## config.mk

```make
export PLATFORM = sky130hd
export DESIGN_NAME = tc8_timer
export DESIGN_NICKNAME = d
export VERILOG_FILES = /design/src/rtl/tc8_pkg.sv /design/src/rtl/tc8_edge_sync.sv /design/src/rtl/tc8_prescaler.sv /design/src/rtl/tc8_timer.sv
export SDC_FILE = /design/constraint.sdc
export NUM_CORES = 1
export LEC_CHECK = 0
export BUFFER_PORTS_ARGS = -buffer_cell sky130_fd_sc_hd__buf_2
export CAP_MARGIN = 20
export CORE_UTILIZATION = 52
export CTS_CLUSTER_SIZE = 12
export DETAILED_ROUTE_END_ITERATION = 16
export PLACE_DENSITY = 0.81
export SYNTH_ARGS = -nofsm -noshare
export SYNTH_HDL_FRONTEND = slang
export SYNTH_SLANG_ARGS = --single-unit
```

## constraint.sdc

```tcl
create_clock -name clk -period 2.4 [get_ports clk]
set_clock_uncertainty 0.2 [all_clocks]
set_input_delay 0.48 -clock clk [delete_from_list [all_inputs] [get_ports clk]]
set_output_delay 0.48 -clock clk [all_outputs]
set_load 0.005 [all_outputs]
```

## src/rtl/tc8_pkg.sv

```systemverilog
package tc8_pkg;
  typedef enum logic {
    SRC_INTERNAL = 1'b0,
    SRC_EXTERNAL = 1'b1
  } tc8_src_e;

  localparam int unsigned TC8_HOLD_CYCLES = 2;
  localparam int unsigned TC8_SYNC_DEPTH  = 2;
endpackage

```

## src/rtl/tc8_edge_sync.sv

```systemverilog
module tc8_edge_sync #(
  parameter int unsigned STAGES = 2
) (
  input  logic clk,
  input  logic rst_n,
  input  logic en,
  input  logic din,
  output logic tick
);
  logic [STAGES-1:0] sh_q, sh_d;
  logic              prev_q, prev_d;

  always_comb begin
    sh_d   = sh_q;
    prev_d = prev_q;
    if (en) begin
      sh_d   = {sh_q[STAGES-2:0], din};
      prev_d = sh_q[STAGES-1];
    end
  end

  always_ff @(posedge clk or negedge rst_n) begin
    if (!rst_n) begin
      sh_q   <= '0;
      prev_q <= 1'b0;
    end else begin
      sh_q   <= sh_d;
      prev_q <= prev_d;
    end
  end

  assign tick = en & sh_q[STAGES-1] & ~prev_q;
endmodule

```

## src/rtl/tc8_prescaler.sv

```systemverilog
module tc8_prescaler #(
  parameter int unsigned PRE_W = 8,
  parameter int unsigned SEL_W = 3
) (
  input  logic             clk,
  input  logic             rst_n,
  input  logic             clr,
  input  logic             tick_in,
  input  logic             bypass,
  input  logic [SEL_W-1:0] ratio,
  output logic             tick_out
);
  logic [PRE_W-1:0] pre_q, pre_d;
  logic [PRE_W-1:0] mask;

  always_comb begin
    for (int i = 0; i < PRE_W; i++) begin
      mask[i] = (i <= int'(ratio));
    end
  end

  always_comb begin
    pre_d = pre_q;
    if (clr) begin
      pre_d = '0;
    end else if (tick_in && !bypass) begin
      pre_d = pre_q + 1'b1;
    end
  end

  always_ff @(posedge clk or negedge rst_n) begin
    if (!rst_n) begin
      pre_q <= '0;
    end else begin
      pre_q <= pre_d;
    end
  end

  assign tick_out = bypass ? tick_in : (tick_in && ((pre_q & mask) == mask));
endmodule

```

## src/rtl/tc8_timer.sv

```systemverilog
module tc8_timer
  import tc8_pkg::*;
#(
  parameter int unsigned CNT_W     = 8,
  parameter int unsigned SEL_W     = 3,
  parameter int unsigned HOLD_CYC  = TC8_HOLD_CYCLES,
  parameter int unsigned SYNC_DPTH = TC8_SYNC_DEPTH
) (
  input  logic             clk,
  input  logic             rst_n,
  input  logic             cyc_en,
  input  logic             cfg_mode,
  input  logic             cfg_alt_src,
  input  logic             cfg_fall_edge,
  input  logic             cfg_pre_bypass,
  input  logic [SEL_W-1:0] cfg_pre_ratio,
  input  logic             ext_pin,
  input  logic             ext_alt,
  input  logic             wr_cnt,
  input  logic [CNT_W-1:0] wr_data,
  input  logic             flag_clr,
  output logic [CNT_W-1:0] cnt_q,
  output logic             ovf_flag,
  output logic             ovf_pulse
);
  localparam int unsigned PRE_W  = 1 << SEL_W;
  localparam int unsigned HOLD_W = $clog2(HOLD_CYC + 1);

  tc8_src_e          src_sel;
  logic              ext_raw, ext_pol, ext_tick;
  logic              src_tick, gated_tick, inc;
  logic [HOLD_W-1:0] hold_q, hold_d;
  logic              holding;
  logic [CNT_W-1:0]  cnt_d;
  logic              flag_d, pulse_d, wrap;

  assign src_sel = tc8_src_e'(cfg_mode);
  assign ext_raw = cfg_alt_src ? ext_alt : ext_pin;
  assign ext_pol = ext_raw ^ cfg_fall_edge;

  tc8_edge_sync #(.STAGES(SYNC_DPTH)) u_sync (
    .clk   (clk),
    .rst_n (rst_n),
    .en    (cyc_en),
    .din   (ext_pol),
    .tick  (ext_tick)
  );

  assign holding    = (hold_q != '0);
  assign src_tick   = (src_sel == SRC_EXTERNAL) ? ext_tick : cyc_en;
  assign gated_tick = src_tick & ~holding & ~wr_cnt;

  tc8_prescaler #(.PRE_W(PRE_W), .SEL_W(SEL_W)) u_pre (
    .clk      (clk),
    .rst_n    (rst_n),
    .clr      (wr_cnt),
    .tick_in  (gated_tick),
    .bypass   (cfg_pre_bypass),
    .ratio    (cfg_pre_ratio),
    .tick_out (inc)
  );

  assign wrap = inc & (cnt_q == {CNT_W{1'b1}});

  always_comb begin
    cnt_d   = cnt_q;
    hold_d  = hold_q;
    flag_d  = ovf_flag;
    pulse_d = wrap;
    if (wr_cnt) begin
      cnt_d  = wr_data;
      hold_d = HOLD_W'(HOLD_CYC);
    end else begin
      if (inc) begin
        cnt_d = cnt_q + 1'b1;
      end
      if (cyc_en && holding) begin
        hold_d = hold_q - 1'b1;
      end
    end
    if (wrap) begin
      flag_d = 1'b1;
    end else if (flag_clr) begin
      flag_d = 1'b0;
    end
  end

  always_ff @(posedge clk or negedge rst_n) begin
    if (!rst_n) begin
      cnt_q     <= '0;
      hold_q    <= '0;
      ovf_flag  <= 1'b0;
      ovf_pulse <= 1'b0;
    end else begin
      cnt_q     <= cnt_d;
      hold_q    <= hold_d;
      ovf_flag  <= flag_d;
      ovf_pulse <= pulse_d;
    end
  end
endmodule

```

* Word level (Yosys, flattened, before mapping)
Index checks and enable logic that the tools add are counted.
** Cells by class
- Add/subtract/negate cells :: 3
- Order comparisons :: 7
- Equality and inequality tests :: 2
- Muxes and demuxes :: 11
- Bitwise operators :: 10
- Reductions and logical operators :: 9
** Operators by type and width (count)
- $mux W8 :: 4
- $add A8 B1 Y8 const B :: 2
- $le A3 B3 Y1 const A :: 4
- $reduce_bool A2 Y1 :: 5
- $and A8 B8 Y8 :: 1
- $eq A8 B8 Y1 :: 1
- $eq A8 B8 Y1 const B :: 1
- $le A2 B3 Y1 const A :: 2
- $and A1 B1 Y1 :: 5
- $mux W1 :: 5
- $mux W2 :: 2
- $le A1 B3 Y1 const A :: 1
- $logic_and A1 B1 Y1 :: 3
- $not A1 Y1 :: 3
- $sub A2 B1 Y2 const B :: 1
- $logic_not A1 Y1 :: 1
- $xor A1 B1 Y1 :: 1
** Word-level totals
- Register bits :: 23
- Input port bits :: 22
- Output and inout port bits :: 10
- Logic and storage cells :: 49

* Depth between registers and ports, before layout
- Depth in word-level cells :: 9
- Depth in mapped cells :: 7
- Mapped depth without buffers :: 7

* Hierarchy
From an unflattened synthesis, not the netlist that was laid out.
** Second synthesis, totals
- Cells, all modules :: 127
- Area, all modules :: 1231.2 um2
** Modules (own cells, without submodules)
- tc8_timer :: instances 1, cells an instance 68, area an instance 654.4 um2, sequential area each 300.3 um2
- tc8_prescaler :: instances 1, cells an instance 52, area an instance 457.9 um2, sequential area each 200.2 um2
- tc8_edge_sync :: instances 1, cells an instance 7, area an instance 118.9 um2, sequential area each 75.1 um2

* Worst setup path after synthesis
OpenSTA, ideal clock, no wires.
- Path kind :: input to register
- From :: input port wr_cnt
- To :: register cnt_q[5]
- Library setup time :: 0.082 ns
- Data arrival time :: 1.986 ns
- Required time :: 2.118 ns
- Slack :: 0.132 ns
- Stages :: 6
- Buffers on the path :: 1
- Cells stage by stage :: buf_6 > nand3b_4 > a21o_1 > or4_4 > or4_1 > a31oi_1
** Between the ends
- Word-level cells in the longest chain between the ends :: 5
- Elaborated cells on any way between the ends :: 6
- Classes of those cells :: mux (2); bitwise (2); reduce/logical (2)
** Ends and longest elaborated chain
- start, declared :: line tc8_timer.sv:19 : input logic wr_cnt,
- $not A1 Y1 :: line tc8_timer.sv:51 : assign gated_tick = src_tick & ~holding & ~wr_cnt;
- $and A1 B1 Y1 :: line tc8_timer.sv:51
- $logic_and A1 B1 Y1 :: line tc8_prescaler.sv:39 : assign tick_out = bypass ? tick_in : (tick_in && ((pre_q & mask) == mask));
- $mux W1 :: line tc8_prescaler.sv:39
- $reduce_bool A2 Y1 (no source line)
- end signal, assigned :: line tc8_timer.sv:95 : cnt_q <= cnt_d;
- end, declared :: line tc8_timer.sv:22 : output logic [CNT_W-1:0] cnt_q,
Several ways; a longest one is shown, not always the timed one.
A chain may end at the register's enable or synchronous reset.

* Worst setup path in the final report
- From :: register hold_q[1]
- To :: register cnt_q[4]
** Between the ends
- Word-level cells in the longest chain between the ends :: 7
** Ends and longest elaborated chain
- start, declared :: line tc8_timer.sv:32 : logic [HOLD_W-1:0] hold_q, hold_d;
- start signal, assigned :: line tc8_timer.sv:96 : hold_q <= hold_d;
- $reduce_bool A2 Y1 * :: line tc8_timer.sv:49 : assign holding = (hold_q != '0);
- $not A1 Y1 * :: line tc8_timer.sv:51
- $and A1 B1 Y1 * (2 in series) :: line tc8_timer.sv:51
- $logic_and A1 B1 Y1 :: line tc8_prescaler.sv:39
- $mux W1 * :: line tc8_prescaler.sv:39
- $reduce_bool A2 Y1 (no source line) *
Every way passes the cells marked *; elsewhere a longest branch is shown, timed or not.

==> results.yml <==
clock_tree:
  clockRootBuffer: "clkbuf_4"
  clk_path_buf_depth: 2
  cts_tree: "built"
  clock_latency_ps: 310
  cts_sinks: 23
  cts_buffers: 3
  path_clk_slew_ps: 130
  post-cts-setup-buffer-count: 0
  h-tree-depth: 1
drt:
  drtIter0Drc: 23
  drc_errors: 0
  vias_per_cell: 5.87
  routed_wl_mm: 2.94
  route.vias.total: 1180
  ant_nets: 0
  dr.pass1.iters: 4
  wl_per_cell_um: 14.6
grt:
  first_global_vias: 1043
  grt_pass1_wl_mm: 4.64
  globalRouteTotalUtil: 0.234
  overflow: 0
  antenna_found_initial: 0
  grt_max_degree: 24
sta:
  hold_violations: 0
  finalMaxSlewViolations: 0
  rsz0062_at_grt: "no"
  max_slew_margin: 0.469
  fin_setup_tns_ps: 0
  setup_viol: 0
  fin_crit_sh: 0.936
  fmax_mhz: 445
  setup_ws_ps: 154
  tightest_slew_ps: 796
  finalCriticalPeriod_ps: 2250
flow_run:
  maxCapViolations: 0
worst_setup_path:
  crit_fanout: 5
  endpoint_kind: "flip-flop"
  setup.worst_path.class: "reg -> reg"
  cpMaxStageDelayCell: "or4_1"
  r2r_cells: 7
  cp-endpoint: "cnt_q[4]"
  r2r-end: "cnt_q[4]"
  crit_path_start: "hold_q[1]"
  r2r_slack_ps: 150
  timing.rr.start: "hold_q[1]"
  cp_num_cells: 7
  critPathBufInv: 1
  critical-path-max-stage-delay_ps: 500
  path_cells: "inv_2, ha_4, nand3b_4, a21o_1, or3_1, or4_1, o311ai_1"
  critPathTopFamily: "simple AND/OR/NAND/NOR gates"
  critPathLaunchType: "flip-flop"
  cp.required_ps: 2430
  critPathArrivalTime_ps: 2270
synthesis:
  yosysMostFrequentCell: "dfrtp_1"
  avgSynthCellArea_um2: 9.57
  syn_nets: 164
  synth_edf_count: 0
  synthArstFlopShare: 1.00
  synth_area_leaders: "dfrtp_1, nand2_1, nand2b_1, mux2i_1, ha_1"
  synth-seq-area-share: 0.433
  syn_area_mm2: 0.00133
  synth.top_cells.by_count: "dfrtp_1, nand2_1, nor2_1"
  ys.flop_type: "dfrtp_1"
  ys.warnings.count: 0
  ys_seq_elements: 23
  postSynthCellCount: 139
  synthDistinctLibCells: 41
  yosysTopAreaCell: "dfrtp_1"
  synth_top_area_share: 0.433
pwr:
  seqPwrFrac: 0.560
  max-vdd-ir-drop_uv: 334
  p_comb_frac: 0.210
  p_int_w: 0.000560
  p_leak_nw: 0.710
  totalPowerFinal_w: 0.000794
  p_per_area_mw_per_mm2: 507
  switching_power_w: 0.000234
  switching_share: 0.295
  pwr-share-clk: 0.231
floorplan:
  die_x_um: 52.6
  core_area_mm2: 0.00232
  initial_core_util: 0.574
  dieArea_mm2: 0.00276
  num_rows: 17
  pin_count: 32
  fp.dieH_um: 52.6
placement:
  io_buffers: 31
  place_congestion: 0.775
  place_hpwl_mm: 2.17
  pre_cts_ws_ps: 47.6
  placed_area_mm2: 0.00152
  dpl.cell_count: 196
final_layout:
  final_nets: 199
  final_cell_area_mm2: 0.00157
  drive_above_1_share: 0.277
  n_antenna_cell: 0
  stdcell_count: 201
  areaGrowthSynthToFinish_pct: 17.8
min_path:
  hold_path_class: "in -> reg"
outcome:
  status: "finished, final reports clean"
==> metal layers <==
metal	vias to the layer above	track usage	share of wire
li1	575	-	-
met1	563	0.307	0.46
met2	36	0.386	0.47
met3	6	0.0348	0.052
met4	0	0.0921	0.017
met5	-	0	0
==> state kept, by name (all words and copies together) (netlist names) <==
signal	flops
cnt_q	8
hold_q	2
ovf_flag	1
ovf_pulse	1
u_pre.pre_q	8
u_sync.prev_q	1
u_sync.sh_q	2
==> how the worst min path moves through the flow <==
| stage | start | to | depth (start not counted) |
|---|---|---|---|
| floorplan | rst_n | cnt_q[0] | 0 |
| global placement | u_pre.pre_q[7] | u_pre.pre_q[7] | 1 |
| detailed placement | u_pre.pre_q[7] | u_pre.pre_q[7] | 1 |
| CTS | flag_clr | ovf_flag | 2 |
| global route | flag_clr | ovf_flag | 2 |
| finish | flag_clr | ovf_flag | 2 |
==> cell usage in the layout (no fill, tap or decap), types with 4 or more instances in the layout <==
| master | Yosys | final |
|---|---|---|
| inv_1 | 6 | 4 |
| dfrtp_1 | 23 | 23 |
| o21ai_0 | 4 | 4 |
| nor2_1 | 9 | 9 |
| buf_2 | 0 | 31 |
| or3_1 | 4 | 4 |
| or4_1 | 4 | 4 |
| nand2_1 | 14 | 14 |
| nand2b_1 | 7 | 7 |
| nand4_1 | 5 | 5 |
| a21oi_1 | 4 | 4 |
| nand3_1 | 5 | 5 |
| mux2i_1 | 4 | 4 |
==> power groups by stage <==
stage,combinational [W],sequential [W],clock [W]
after CTS,0.000159,0.000442,0.000192
after global routing,0.000185,0.000450,0.000197
after global placement,0.000151,0.000448,0
final,0.000167,0.000444,0.000183
after detailed placement,0.000157,0.000450,0
after floorplan,0.0000946,0.000446,0
==> repair_timing <==
| action | in CTS | in global routing |
|---|---|---|
| endpoints found under the setup margin | 0 | 3 |
| hold buffers | 1 | 0 |
| gates resized for setup | 0 | 4 |
| hold endpoints to repair | 23 | 0 |
==> worst reg2reg max path: cells and delay by family, from the launching register on <==
kind	cells	cell delay [ps]
adder cells (fa/ha/maj)	1	140
buffers and inverters	1	80
flip-flops	1	410
AND/OR/NAND/NOR	3	1040
AO/OA/AOI/OAI	2	290
==> metrics by stage <==
| step | hold slack, ps | utilization |
|---|---|---|
| 5_1_grt | 124 | 0.676 |
| 4_1_cts | 130 | 0.670 |
| 3_3_place_gp | 260 | 0.654 |
| 2_1_floorplan | -15.6 | - |
| 6_report | 136 | 0.676 |
| 3_5_place_dp | 269 | 0.654 |
==> layout make-up <==
class	instances	area (um^2)
fillers	182	752
multi-input cells	105	718
flip-flops and latches	23	576
repair buffers	35	188
well taps	28	35.0
clock buffers	3	22.5
inverters	6	22.5
clock inverters	1	5.00
==> logic make-up after synthesis <==
kind of cell | share of synthesized area
xor gates and xnor gates | 0.0329
adders and majority gates | 0.0282
DFF | 0.433
buffers and inverters | 0.0367
muxes | 0.0555
and+or+nand+nor | 0.259
AOI/OAI and AO/OA | 0.155
(Power assumes the default switching activity.)
